==> config.mk <==
export PLATFORM = sky130hd
export DESIGN_NAME = host_wake_ctl
export DESIGN_NICKNAME = d
export VERILOG_FILES = /design/src/rtl/host_wake_ctl.sv
export SDC_FILE = /design/constraint.sdc
export NUM_CORES = 1
export LEC_CHECK = 0
export BUFFER_PORTS_ARGS = -buffer_cell sky130_fd_sc_hd__clkbuf_2
export CAP_MARGIN = 40
export CORE_AREA = 4 4 71 73
export DETAILED_ROUTE_END_ITERATION = 8
export DIE_AREA = 0 0 75 77
export PLACE_DENSITY = 0.85
export SYNTH_ARGS = -nofsm -noshare
export SYNTH_HDL_FRONTEND = slang
export SYNTH_SLANG_ARGS = --single-unit
==> constraint.sdc <==
create_clock -name clk -period 5.2 [get_ports clk]
set_input_delay 1.04 -clock clk [delete_from_list [all_inputs] [get_ports clk]]
set_output_delay 1.04 -clock clk [all_outputs]
set_load 0.05 [all_outputs]
==> src/rtl/host_wake_ctl.sv <==
module host_wake_ctl #(
  parameter int BP_W      = 16,
  parameter int CHAR_BITS = 10
) (
  input  logic            clk,
  input  logic            rst_n,
  input  logic            sel_a,
  input  logic            sel_b,
  input  logic [BP_W-1:0] bit_period,
  input  logic            host_rx,
  input  logic            host_wake_in,
  input  logic            host_cts,
  input  logic            can_sleep,
  input  logic            need_wake,
  input  logic            clk_ready,
  output logic            dev_wake,
  output logic            rts,
  output logic            sleep_en,
  output logic            awake
);

  localparam int CNT_W = BP_W + $clog2(CHAR_BITS) + 1;

  typedef enum logic [2:0] {
    ST_AWAKE, ST_RTS, ST_LOW, ST_SLEEP, ST_CLK, ST_ACK
  } st_t;

  st_t st, st_nx;

  logic [2:0] s1, s2;
  logic rx_s, wk_s, cts_s;

  always_ff @(posedge clk or negedge rst_n)
    if (!rst_n) begin
      s1 <= 3'b110;
      s2 <= 3'b110;
    end else begin
      s1 <= {host_rx, host_wake_in, host_cts};
      s2 <= s1;
    end

  assign {rx_s, wk_s, cts_s} = s2;

  wire v1 = !sel_a && sel_b;
  wire v2 = sel_a && !sel_b;

  logic [CNT_W-1:0] brk_cnt;
  wire  [CNT_W-1:0] thr = CNT_W'(bit_period) * CNT_W'(CHAR_BITS);
  wire              brk = (thr != '0) && (brk_cnt >= thr);

  always_ff @(posedge clk or negedge rst_n)
    if (!rst_n)              brk_cnt <= '0;
    else if (rx_s)           brk_cnt <= '0;
    else if (brk_cnt < thr)  brk_cnt <= brk_cnt + 1'b1;

  wire host_req = v1 ? rx_s : wk_s;
  wire permit   = v1 ? brk : (v2 && !wk_s);
  wire host_ack = v1 ? rx_s : (wk_s && !cts_s);

  always_comb begin
    st_nx = st;
    case (st)
      ST_AWAKE: if (permit && can_sleep && !need_wake) st_nx = ST_RTS;
      ST_RTS:   st_nx = (host_req || need_wake) ? ST_AWAKE : ST_LOW;
      ST_LOW:   if (host_req || need_wake) st_nx = ST_AWAKE;
                else if (v1 || cts_s)      st_nx = ST_SLEEP;
      ST_SLEEP: if (host_req || need_wake) st_nx = ST_CLK;
      ST_CLK:   if (clk_ready) st_nx = ST_ACK;
      ST_ACK:   if (host_ack)  st_nx = ST_AWAKE;
      default:  st_nx = ST_AWAKE;
    endcase
    if (!(v1 || v2)) st_nx = ST_AWAKE;
  end

  always_ff @(posedge clk or negedge rst_n)
    if (!rst_n) st <= ST_AWAKE;
    else        st <= st_nx;

  assign rts      = (st == ST_RTS) || (st == ST_LOW) || (st == ST_SLEEP) || (st == ST_CLK);
  assign dev_wake = !((st == ST_LOW) || (st == ST_SLEEP));
  assign sleep_en = (st == ST_SLEEP);
  assign awake    = (st == ST_AWAKE);


  rsv_mode_chk: assert property (@(posedge clk) disable iff (!rst_n)
    !(v1 || v2) |-> awake && !rts && dev_wake);


  rts_first_chk: assert property (@(posedge clk) disable iff (!rst_n)
    $fell(dev_wake) |-> rts && $past(rts));


  sleep_lines_chk: assert property (@(posedge clk) disable iff (!rst_n)
    sleep_en |-> rts && !dev_wake);


  sleep_permit_chk: assert property (@(posedge clk) disable iff (!rst_n)
    $rose(sleep_en) |-> !$past(host_req) && (v1 || $past(cts_s)));


  decline_chk: assert property (@(posedge clk) disable iff (!rst_n)
    $rose(rts) |-> $past(can_sleep) && !$past(need_wake));


  clk_ready_chk: assert property (@(posedge clk) disable iff (!rst_n)
    ($fell(rts) && !awake) |-> $past(clk_ready) && dev_wake);

endmodule

## After elaboration in Yosys (flattened, before gate mapping)

Cells that the tools add are included.

| storage, ports and cells | value |
|---|---|
| register bits after elaboration | 30 |
| input port bits | 26 |
| output and inout bits | 4 |
| word-level logic and storage cells | 56 |

| cells by class | value |
|---|---|
| add/subtract/negate cells | 1 |
| multipliers | 1 |
| order comparisons | 2 |
| equality and inequality tests | 10 |
| multiplexer cells | 14 |
| reductions and logical operators | 24 |

Operators with widths:

| operator | count |
|---|---|
| $mux 21 | 2 |
| $add 21x1->21 const B | 1 |
| $ge 21x20->1 | 1 |
| $lt 21x20->1 | 1 |
| $mux 3 | 7 |
| $reduce_bool 21->1 | 1 |
| $mul 16x3->19 const B | 1 |
| $pmux 3 s6 | 1 |
| $ne 3x3->1 const B | 4 |
| $logic_and 1x1->1 | 7 |
| $logic_or 1x1->1 | 7 |
| $eq 3x2->1 const B | 2 |
| $eq 3x3->1 const B | 2 |
| $logic_not 1->1 | 6 |
| $reduce_and 5->1 | 1 |
| $ne 4x4->1 const B | 1 |
| $eq 3x1->1 const B | 1 |
| $logic_not 3->1 | 1 |
| $mux 1 | 3 |
| $mux 2 | 1 |
| $reduce_bool 2->1 | 1 |

## Logic depth before layout (Yosys ltp)

Gate-level depths: netlist of run 1.

| logic depth | value |
|---|---|
| depth after elaboration | 9 |
| gate-level depth with buffers | 20 |

## Worst setup path before layout of run 1

OpenSTA, ideal clock, no wires.

| timing path | value |
|---|---|
| kind | input to register |
| from | in bit_period[1] |
| to | reg brk_cnt[13] |
| arrival time | 5290 ps |
| data required time | 5122 ps |
| setup slack | -168 ps |
| cell stages on the path | 20 |
| buffers on the path | 1 |
| path through | ha_1 -> ha_1 -> fa_1 -> a21o_1 -> a41oi_1 -> o21ai_1 -> a31o_2 -> a31o_2 -> mux2i_1 -> nor2_1 -> ha_1 -> a21o_1 -> a211oi_1 -> o21ai_0 -> nor4_1 -> nand3_1 -> or2_1 -> clkbuf_1 -> or3_1 -> a21oi_1 |

| on the way | value |
|---|---|
| longest elaborated chain between the ends | 3 |

Ends and longest elaborated chain:

| what | RTL line | RTL |
|---|---|---|
| start: declaration | 9 | `input logic [BP_W-1:0] bit_period,` |
| $mul 16x3->19 | 48 | `wire [CNT_W-1:0] thr = CNT_W'(bit_period) * CNT_W'(CHAR_BITS);` |
| $lt 21x20->1 | 54 | `else if (brk_cnt < thr) brk_cnt <= brk_cnt + 1'b1;` |
| $reduce_bool 2->1 (no source line) | n/a |  |
| end signal: assignment | 54 |  |
| end: declaration | 47 | `logic [CNT_W-1:0] brk_cnt;` |

Every way passes these cells.
A chain may end at the register's enable or synchronous reset.

## Worst setup path in the final report of run 1

| timing path | value |
|---|---|
| from | in bit_period[1] |
| to | reg brk_cnt[19] |

The elaborated chain is that of the path after synthesis.

==> results_dict.tcl, run 1 <==
set metrics [dict create \
    status "finished clean" \
    critPathRequiredTime_ns 5.40 \
    layout.cells.non_filler 421 \
    antenna_found_initial 0 \
    viasPerCell 5.89 \
    relSlewSlack_pct 49.4 \
    cp-start-kind "primary input" \
    antenna_cells 0 \
    arrival_ns 5.25 \
    die_h_um 77 \
    grt_overflow 0 \
    critPathMaxFanout 6 \
    nets 445 \
    syn_area_um2 2780 \
    drc 0 \
    seq_area_frac_synth_pct 27.2 \
    vdd.ir_drop.worst_mv 0.173 \
    clock_path_buffers 2 \
    clkLatencyLatePin_ns 0.29 \
    initial_core_util_pct 63.8 \
    switchingPower_uw 234 \
    clockPowerShare_pct 32.8 \
    wl_per_cell_um 15.1 \
    grt_pass1_vias 2412 \
    ctsRootBufferMaster "clkbuf_8" \
    maxCapViolCount 0 \
    power_frac_seq_pct 33.5 \
    setup_slack_ns 0.151 \
    avgSynthCellArea_um2 8.87 \
    worst_slew_pin_slew_ns 0.759 \
    slew_violations 0 \
    cts_tree "done" \
    cts_hold_buf 0 \
    synth-seq-cells 30 \
    synth_ff_type "dfrtp_1" \
    yosys.cell_types.count 50 \
    synth_edf_count 0 \
    period_needed_ns 5.05 \
    io_buffer_count 29 \
    vias 2478 \
    hp-class "reg -> reg" \
    cellPowerDensity_nw_per_um2 221 \
    synthCells 313 \
    synth-async-reset-ratio_pct 100 \
    dp_hpwl_mm 4.87 \
    htreeDepth 2 \
    clk_pin_slew_ns 0.06 \
    place_ws_ns -0.359 \
    grt_start_max_net_pins 31 \
    comb_power_share_pct 33.7 \
    ios 30 \
    swShare_pct 32.0 \
    ant_nets 0 \
    core_um2 4350 \
    crit_type "in -> reg" \
    die_area_um2 5780 \
    drtIter0Drc 143 \
    setup_viol 0 \
    fin_crit_sh_pct 97.1 \
    numCtsBuffers 5 \
    wirelength_mm 6.37 \
    yosysWarnings 0 \
    cts_sinks 30 \
    syn_to_final_growth_pct 19.1 \
    syn-num-nets 390 \
    drive_gt1_share_pct 23.0 \
    chipWidth_um 75 \
    internal_power_uw 497 \
    clock.fmax_mhz 198 \
    place_congestion 0.820 \
    leakagePower_nw 1.64 \
    end_kind "flip-flop" \
    drtPass1Iterations 4 \
    rows 24 \
    track_usage_pct 23.1 \
    hold_violations 0 \
    finClkSkew_ns 0.00586 \
    final_cell_mix "49 x ha_1, 33 x nor2_1, 29 x clkbuf_2" \
    grt_pass1_wl_mm 10.5 \
    placedCellCount 410 \
    final_common_cell "ha_1" \
]
[metal layers]
metal  wire length [um]  track usage (%)  part of all wire, %  vias to the layer above
met1               2890             29.5                   45                     1154
met4                188             10.3                  3.0                        0
met2               3020             37.1                   47                       53
li1                   -                -                    -                     1254
met3                270             4.31                  4.2                       17
met5                  0                0                    0                        -
[flip-flops by register name, summed over array words and instances, names as in the netlist]
register,flops
brk_cnt,21
s1,3
s2,3
st,3
[area by class of cell]
| type | count | area, um2 |
|---|---|---|
| Clock inverter | 3 | 45.0 |
| Multi-Input combinational cell | 265 | 2010 |
| Timing Repair Buffer | 50 | 303 |
| Tap cell | 52 | 65.1 |
| Sequential cell | 30 | 756 |
| Fill cell | 320 | 1050 |
| Clock buffer | 5 | 68.8 |
| Inverter | 16 | 60.1 |
[Yosys cell counts, drive strengths merged, types with 2 or more instances]
cell,number,area share (%)
a211o,2,0.68
a21o,13,3.5
a21oi,27,4.9
a31o,2,0.63
and2,2,0.54
and3,7,1.6
clkbuf,3,0.41
dfrtp,26,23
dfstp,4,3.8
ha,50,23
inv,16,2.2
nand2,18,2.4
nand3,13,2.8
nand4,7,1.6
nor2,33,4.5
nor2b,5,1.1
nor3,2,0.36
nor4,3,0.68
o211ai,3,0.81
o21ai,19,3.6
o31ai,2,0.54
or2,2,0.45
or3,10,2.6
or4b,3,1.1
xnor2,18,5.9
xor2,8,2.5
[power groups by stage]
stage | combinational [mW] | sequential, mW | clock [mW]
6_report | 0.246 | 0.245 | 0.240
5_1_grt | 0.275 | 0.246 | 0.253
4_1_cts | 0.238 | 0.245 | 0.243
3_5_place_dp | 0.234 | 0.249 | 0
3_3_place_gp | 0.226 | 0.249 | 0
2_1_floorplan | 0.161 | 0.246 | 0
[cells by family after synthesis]
| kind of cell | share of synthesized area, % |
|---|---|
| flip-flops | 27.2 |
| XOR/XNOR | 8.47 |
| multiplexers | 0.360 |
| buffers and inverters | 2.57 |
| AND/OR/NAND/NOR | 21.2 |
| AO/OA/AOI/OAI | 16.9 |
| adder cells (fa/ha/maj) | 23.2 |
[worst max-delay path, cell delays in order]
cell and delay [ns]:
clkbuf_2 0.10, ha_1 0.29, ha_2 0.19, fa_2 0.37, a21o_1 0.19, a41oi_2 0.14, o21ai_2 0.10, a31o_2 0.26
a31o_4 0.24, mux2i_2 0.19, nor2_1 0.07, ha_1 0.30, a21o_1 0.17, a211oi_2 0.24, o21ai_2 0.11, nor4_2 0.27
nand3_1 0.18, or2_4 0.29, or3_1 0.36, a21oi_1 0.16
[metrics by stage]
stage	hold WS (ns)	total power, mW	utilization, %	cell area (um2)	TNS [ns]
CTS	0.351	0.726	74.8	3260	0
finish	0.348	0.731	75.9	3310	0
global placement	0.332	0.475	72.0	3130	-0.776
detailed placement	0.335	0.484	72.0	3130	-2.29
floorplan	0.331	0.406	-	2800	0
global route	0.355	0.774	75.9	3310	-0.0709
[final timing paths]
path,from,end,slack [ns],cells after the start
worst max-delay path,bit_period[1],brk_cnt[19],0.15,20
worst min-delay path,s1[0],s2[0],0.35,0
worst max register to register,s2[2],st[0],1.96,9
worst min register to register,s1[0],s2[0],0.35,0
max in group asynchronous,rst_n,brk_cnt[16],3.91,1
min in group asynchronous,rst_n,brk_cnt[3],0.81,1
[repair_timing]
item                                    in CTS  in global routing
pin swaps                                    0                  7
resized for setup                            2                  6
gates cloned                                 0                  1
buffers inserted                             0                  2
endpoints found under the setup margin       6                 12
Power figures use the tool's default switching activity.
==> run 2: changes to the inputs <==
CELL_PAD_IN_SITES_DETAIL_PLACEMENT = 2   (was default)
CELL_PAD_IN_SITES_GLOBAL_PLACEMENT = 2   (was default)
CORE_AREA = 4 4 89 91   (was 4 4 71 73)
DIE_AREA = 0 0 93 95   (was 0 0 75 77)
PLACE_DENSITY = default   (was 0.85)
PLACE_DENSITY_LB_ADDON = 0.1   (was default)
==> run 2 against run 1 <==
The flow now finishes with violations (negative setup slack). Sequential power is essentially flat. Global-route usage grew 1.8 points. Power grew 20%. Cell area increased by 14%. Clock power is 6% higher. Critical path depth unchanged. Die area is 53% higher. Combinational power increased by 52%. Worst setup slack worse by 0.39 ns. Clock skew rose by 0.0042 ns. Sequential share of layout area is 2.8 points lower.
==> results_dict.tcl, run 2 (synthesized netlist as in run 1, its figures left out) <==
set metrics [dict create \
    vdd.ir_drop.worst_mv 0.138 \
    period_needed_ns 5.44 \
    crit_slowest_cell "or3_4" \
    internal_power_uw 557 \
    clkLatencyLatePin_ns 0.30 \
    grt_pass1_vias 3177 \
    slew_violations 0 \
    largest_reg_flops 21 \
    die_area_um2 8840 \
    wl_per_cell_um 26.6 \
    clock_path_buffers 2 \
    viasPerCell 5.96 \
    worstPathCellList "buf_8 -> ha_4 -> ha_4 -> fa_2 -> a21o_1 -> a41oi_2 -> o21ai_2 -> a31o_2 -> a31o_4 -> mux2i_1 -> nor2_1 -> ha_1 -> a21o_1 -> a211oi_2 -> o21ai_2 -> nor4_4 -> nand3_2 -> or2_4 -> or3_4 -> a21oi_2" \
    critPathRequiredTime_ns 5.41 \
    ctsRootBufferMaster "clkbuf_8" \
    leakagePower_nw 1.80 \
    rows 31 \
    place_congestion 0.781 \
    clk_pin_slew_ns 0.08 \
    hold_violations 0 \
    place_ws_ns -0.548 \
    ios 30 \
    htreeDepth 2 \
    grt_start_max_net_pins 31 \
    drc 0 \
    cellPowerDensity_nw_per_um2 233 \
    setup_viol 16 \
    end_kind "flip-flop" \
    fillers 777 \
    clock.fmax_mhz 184 \
    relSlewSlack_pct 44.6 \
    status "complete, but fails checks" \
    power_frac_seq_pct 28.2 \
    track_usage_pct 24.9 \
    drtIter0Drc 100 \
    hp-class "reg -> reg" \
    final_common_cell "buf_4" \
    cts_sinks 30 \
    nets 473 \
    seq_area_um2 756 \
    maxUsedRoutingLayer "met4" \
    wl_met3_um 321 \
    io_buffer_count 29 \
    rsz0062_at_grt "true" \
    cts_tree "done" \
    core_um2 7140 \
    syn_to_final_growth_pct 35.4 \
    drtPass1Iterations 4 \
    setup_slack_ns -0.240 \
    maxCapViolCount 0 \
    multi_input_area_um2 2180 \
    m1WireLength_mm 5.36 \
    ant_nets 0 \
    fin_crit_sh_pct 105 \
    crit_type "in -> reg" \
    worst_slew_pin_slew_ns 0.831 \
    drive_gt1_share_pct 34.5 \
    dp_hpwl_mm 6.98 \
    clockPowerShare_pct 29.1 \
    antenna_cells 0 \
    critPathMaxFanout 6 \
    swShare_pct 36.4 \
    switchingPower_uw 318 \
    comb_power_share_pct 42.7 \
    cpPeakStageDelay_ns 0.39 \
    antenna_found_initial 0 \
    initial_core_util_pct 38.9 \
    holdWs_ns 0.365 \
    final_util_pct 52.7 \
    grt_pass1_wl_mm 16.9 \
    failed_checks "negative setup slack" \
    wirelength_mm 13.2 \
    met2_length_mm 7.02 \
    vias 2955 \
    chipWidth_um 93 \
    numCtsBuffers 5 \
    grt_overflow 0 \
    cp-start-kind "primary input" \
    cts_hold_buf 0 \
    arrival_ns 5.65 \
    final_cell_mix "49 x buf_4, 45 x ha_1, 30 x nor2_1" \
    die_h_um 95 \
    finClkSkew_ns 0.0101 \
    top_register "brk_cnt" \
]
## run 2: worst paths after layout
path	start	end	slack (ns)	depth (start not counted)
worst min register to register	s1[0]	s2[0]	0.36	0
worst min-delay path	s1[0]	s2[0]	0.36	0
min in group asynchronous	rst_n	brk_cnt[7]	0.82	1
max in group asynchronous	rst_n	brk_cnt[15]	3.85	1
worst max register to register	s2[2]	st[0]	1.77	9
worst max-delay path	bit_period[3]	brk_cnt[13]	-0.24	20
## run 2: critical path, delay by kind of cell
kind	cells	cell delay (ns)
compound gates	9	1.85
simple gates	5	1.35
fa+ha+maj	4	1.07
mux	1	0.22
buf+inv	1	0.10
## run 2: metrics by stage
step	instances	setup TNS, ns	area [um2]	power [mW]
finish	496	-1.56	3760	0.875
global route	496	-4.13	3760	0.913
CTS	491	0	3520	0.813
detailed placement	465	-4.28	3250	0.509
global placement	465	-1.48	3250	0.494
floorplan	313	0	2800	0.406
## run 2: layout make-up
| cell class | instances | share of cell area [%] |
|---|---|---|
| tap | 99 | 3.29 |
| sequential | 30 | 20.1 |
| clock inverter | 3 | 1.20 |
| timing repair buffer | 78 | 14.1 |
| multi-input combinational | 265 | 57.9 |
| clock buffer | 5 | 1.83 |
| inverter | 16 | 1.60 |
## run 2: what timing repair did
item	in CTS	in global routing
gates cloned	0	1
setup endpoints to repair	7	19
gates resized for setup	3	46
pin swaps	5	24
buffers inserted	18	4
## run 2: layer usage
layer  global-route usage [%]  vias up
met4                     8.67        0
met1                     29.5     1547
li1                         -     1305
met2                     46.2       70
met5                        0        -
met3                     3.11       33
## run 2: power groups by stage
stage          clock (mW)  combinational (mW)  sequential (mW)
2_1_floorplan           0               0.161            0.246
3_3_place_gp            0               0.244            0.250
3_5_place_dp            0               0.259            0.250
4_1_cts             0.256               0.311            0.246
5_1_grt             0.265               0.400            0.247
6_report            0.255               0.374            0.246
==> run 3: changes to the inputs <==
ABC_AREA = 1   (was default)
CORE_AREA = 4 4 103 105   (was 4 4 89 91)
DIE_AREA = 0 0 107 109   (was 0 0 93 95)
clock period = 6.1 ns   (was 5.2 ns; I/O delays follow)
==> run 3 against run 2 <==
The flow now finishes without violations. Critical path depth up 7. Count of clock-buffer cells in the layout is the same. Flip-flop and latch count unchanged. Worst setup slack improved by 1.4 ns. Highest routed layer unchanged. Power decreased by 22%. Clock power decreased by 21%. Cell area shrank 3.9%. Clock skew shrank 0.0048 ns. Via count grew 9.5%. Sequential share of layout area increased by 0.81 points. Combinational power down 28%. Die area is 32% higher.
==> results_dict.tcl, run 3 <==
set metrics [dict create \
    avgSynthCellArea_um2 6.67 \
    top_register "brk_cnt" \
    die_h_um 109 \
    clkLatencyLatePin_ns 0.28 \
    end_kind "flip-flop" \
    critPathRequiredTime_ns 6.32 \
    reg2reg_slack_ns 3.37 \
    slew_violations 0 \
    cellPowerDensity_nw_per_um2 190 \
    ios 30 \
    reg2regPathDepth 15 \
    drc 0 \
    worst_slew_pin_slew_ns 0.782 \
    place_congestion 0.797 \
    grt_overflow 0 \
    wl_per_cell_um 14.9 \
    track_usage_pct 17.7 \
    drive_gt1_share_pct 11.5 \
    wirelength_mm 9.64 \
    ctsRootBufferMaster "clkbuf_8" \
    period_needed_ns 4.90 \
    antenna_cells 0 \
    syn-num-nets 558 \
    syn_area_um2 3210 \
    clock.fmax_mhz 204 \
    synth-async-reset-ratio_pct 100 \
    critPathMaxFanout 12 \
    timing.rr.start "brk_cnt[14]" \
    final_cell_mix "117 x nand2_1, 86 x inv_1, 54 x nor2_1" \
    die_area_um2 11700 \
    clk_pin_slew_ns 0.07 \
    leakagePower_nw 1.96 \
    dp_hpwl_mm 8.27 \
    final.setup.tns_ns 0 \
    synth_ff_type "dfrtp_1" \
    cts_setup_buffers 0 \
    finClkSkew_ns 0.00527 \
    yosysWarnings 0 \
    grt_start_max_net_pins 31 \
    synth_common_cells "117 x nand2_1, 86 x inv_1, 54 x nor2_1" \
    initial_core_util_pct 33.3 \
    relSlewSlack_pct 47.9 \
    vdd.ir_drop.worst_mv 0.117 \
    post_cts_resized 0 \
    arrival_ns 5.11 \
    synthCells 481 \
    synth.most_common_cell "nand2_1" \
    crit_type "in -> reg" \
    hp-class "reg -> reg" \
    clock_path_buffers 2 \
    drtPass1Iterations 4 \
    antenna_found_initial 0 \
    grt_pass1_vias 3549 \
    vias 3237 \
    r2r-end "brk_cnt[11]" \
    io_buffer_count 29 \
    seq_area_frac_synth_pct 23.6 \
    final_common_cell "nand2_1" \
    syn_to_final_growth_pct 12.6 \
    numCtsBuffers 5 \
    cp-start-kind "primary input" \
    total_power_uw 685 \
    ys_top_cells_by_area "dfrtp_1 20%, ha_1 20%, nand2_1 14%" \
    ant_nets 0 \
    htreeDepth 2 \
    fin_crit_sh_pct 80.3 \
    hold_end "s2[1]" \
    yosys.cell_types.count 35 \
    hold_depth 0 \
    core_um2 9640 \
    rsz0062_at_grt "false" \
    hold_violations 0 \
    nets 591 \
    maxCapViolCount 0 \
    setup_viol 0 \
    drtIter0Drc 80 \
    cts_sinks 30 \
    cts_hold_buf 0 \
    synth_edf_count 0 \
    min-delay-start "s1[1]" \
    yosysTopAreaCellShare_pct 20.3 \
    yosys.area.top_type "dfrtp_1" \
    cts_tree "done" \
    chipWidth_um 107 \
    synth-seq-cells 30 \
    status "finished clean" \
    largest_reg_flops 21 \
    rows 36 \
    viasPerCell 5.00 \
    grt_pass1_wl_mm 16.8 \
]
## run 3: logic make-up (layout without fill, tap and decap cells)
group                    Yosys count  count (layout)  synth area share, %
AND/OR/NAND/NOR                  247             247                 34.1
buffers and inverters             90             124                 10.6
AO/OA/AOI/OAI                     56              56                 9.67
adder cells (fa/ha/maj)           51              51                 20.1
flip-flops                        30              30                 23.6
XOR/XNOR                           7               7                 1.91
## run 3: stage by stage
step | utilization (%) | worst slack [ns] | hold WS [ns] | area [um2] | cells
final | 37.5 | 1.20 | 0.358 | 3610 | 648
after global routing | 37.5 | 0.682 | 0.365 | 3610 | 648
after CTS | 37.5 | 1.15 | 0.360 | 3610 | 648
after detailed placement | 36.4 | 0.843 | 0.350 | 3500 | 640
after global placement | 36.4 | 1.17 | 0.342 | 3500 | 640
after floorplan | - | 1.80 | 0.331 | 3210 | 481
## run 3: where the power goes
part	leakage [nW]	internal, mW	switching [mW]
clock network	0.0579	0.120	0.0804
logic	1.51	0.0855	0.186
registers	0.398	0.207	0.00619
## run 3: layout make-up
class	count	area (um2)
Multi-Input combinational cell	361	2110
Tap cell	133	166
Clock buffer	5	68.8
Clock inverter	3	40.0
Sequential cell	30	756
Timing Repair Buffer	29	145
Inverter	87	327
Fill cell	1221	6030
## run 3: worst max-delay path by stage
stage | slack [ns] | start | end
after floorplan | 1.80 | bit_period[1] | brk_cnt[11]
final | 1.20 | bit_period[1] | brk_cnt[11]
after global placement | 1.17 | bit_period[1] | brk_cnt[11]
after detailed placement | 0.84 | bit_period[1] | brk_cnt[11]
after global routing | 0.68 | bit_period[1] | brk_cnt[11]
after CTS | 1.15 | bit_period[1] | brk_cnt[11]
## run 3: per-layer routing
layer | global-route usage, % | share of wire (%)
met1 | 21.6 | 46
met2 | 33.4 | 51
met3 | 1.36 | 1.2
met4 | 4.57 | 1.9
met5 | 0 | 0
## run 3: critical path, stage by stage
cell,delay [ns]
clkbuf_2,0.10
ha_1,0.29
ha_1,0.24
fa_1,0.39
nand2_1,0.10
nand2_2,0.09
nand3_2,0.08
nand2_2,0.08
nand2_1,0.06
nand2_1,0.06
xor2_1,0.17
inv_1,0.06
ha_1,0.28
nand2_1,0.08
inv_1,0.05
o21ai_1,0.14
a21oi_1,0.08
nor2_1,0.10
o21a_1,0.15
nand2_1,0.25
nor2_1,0.25
nand2_1,0.12
nor2_2,0.18
nand2_1,0.10
o21ai_0,0.19
nand2_1,0.07
nor2_1,0.11
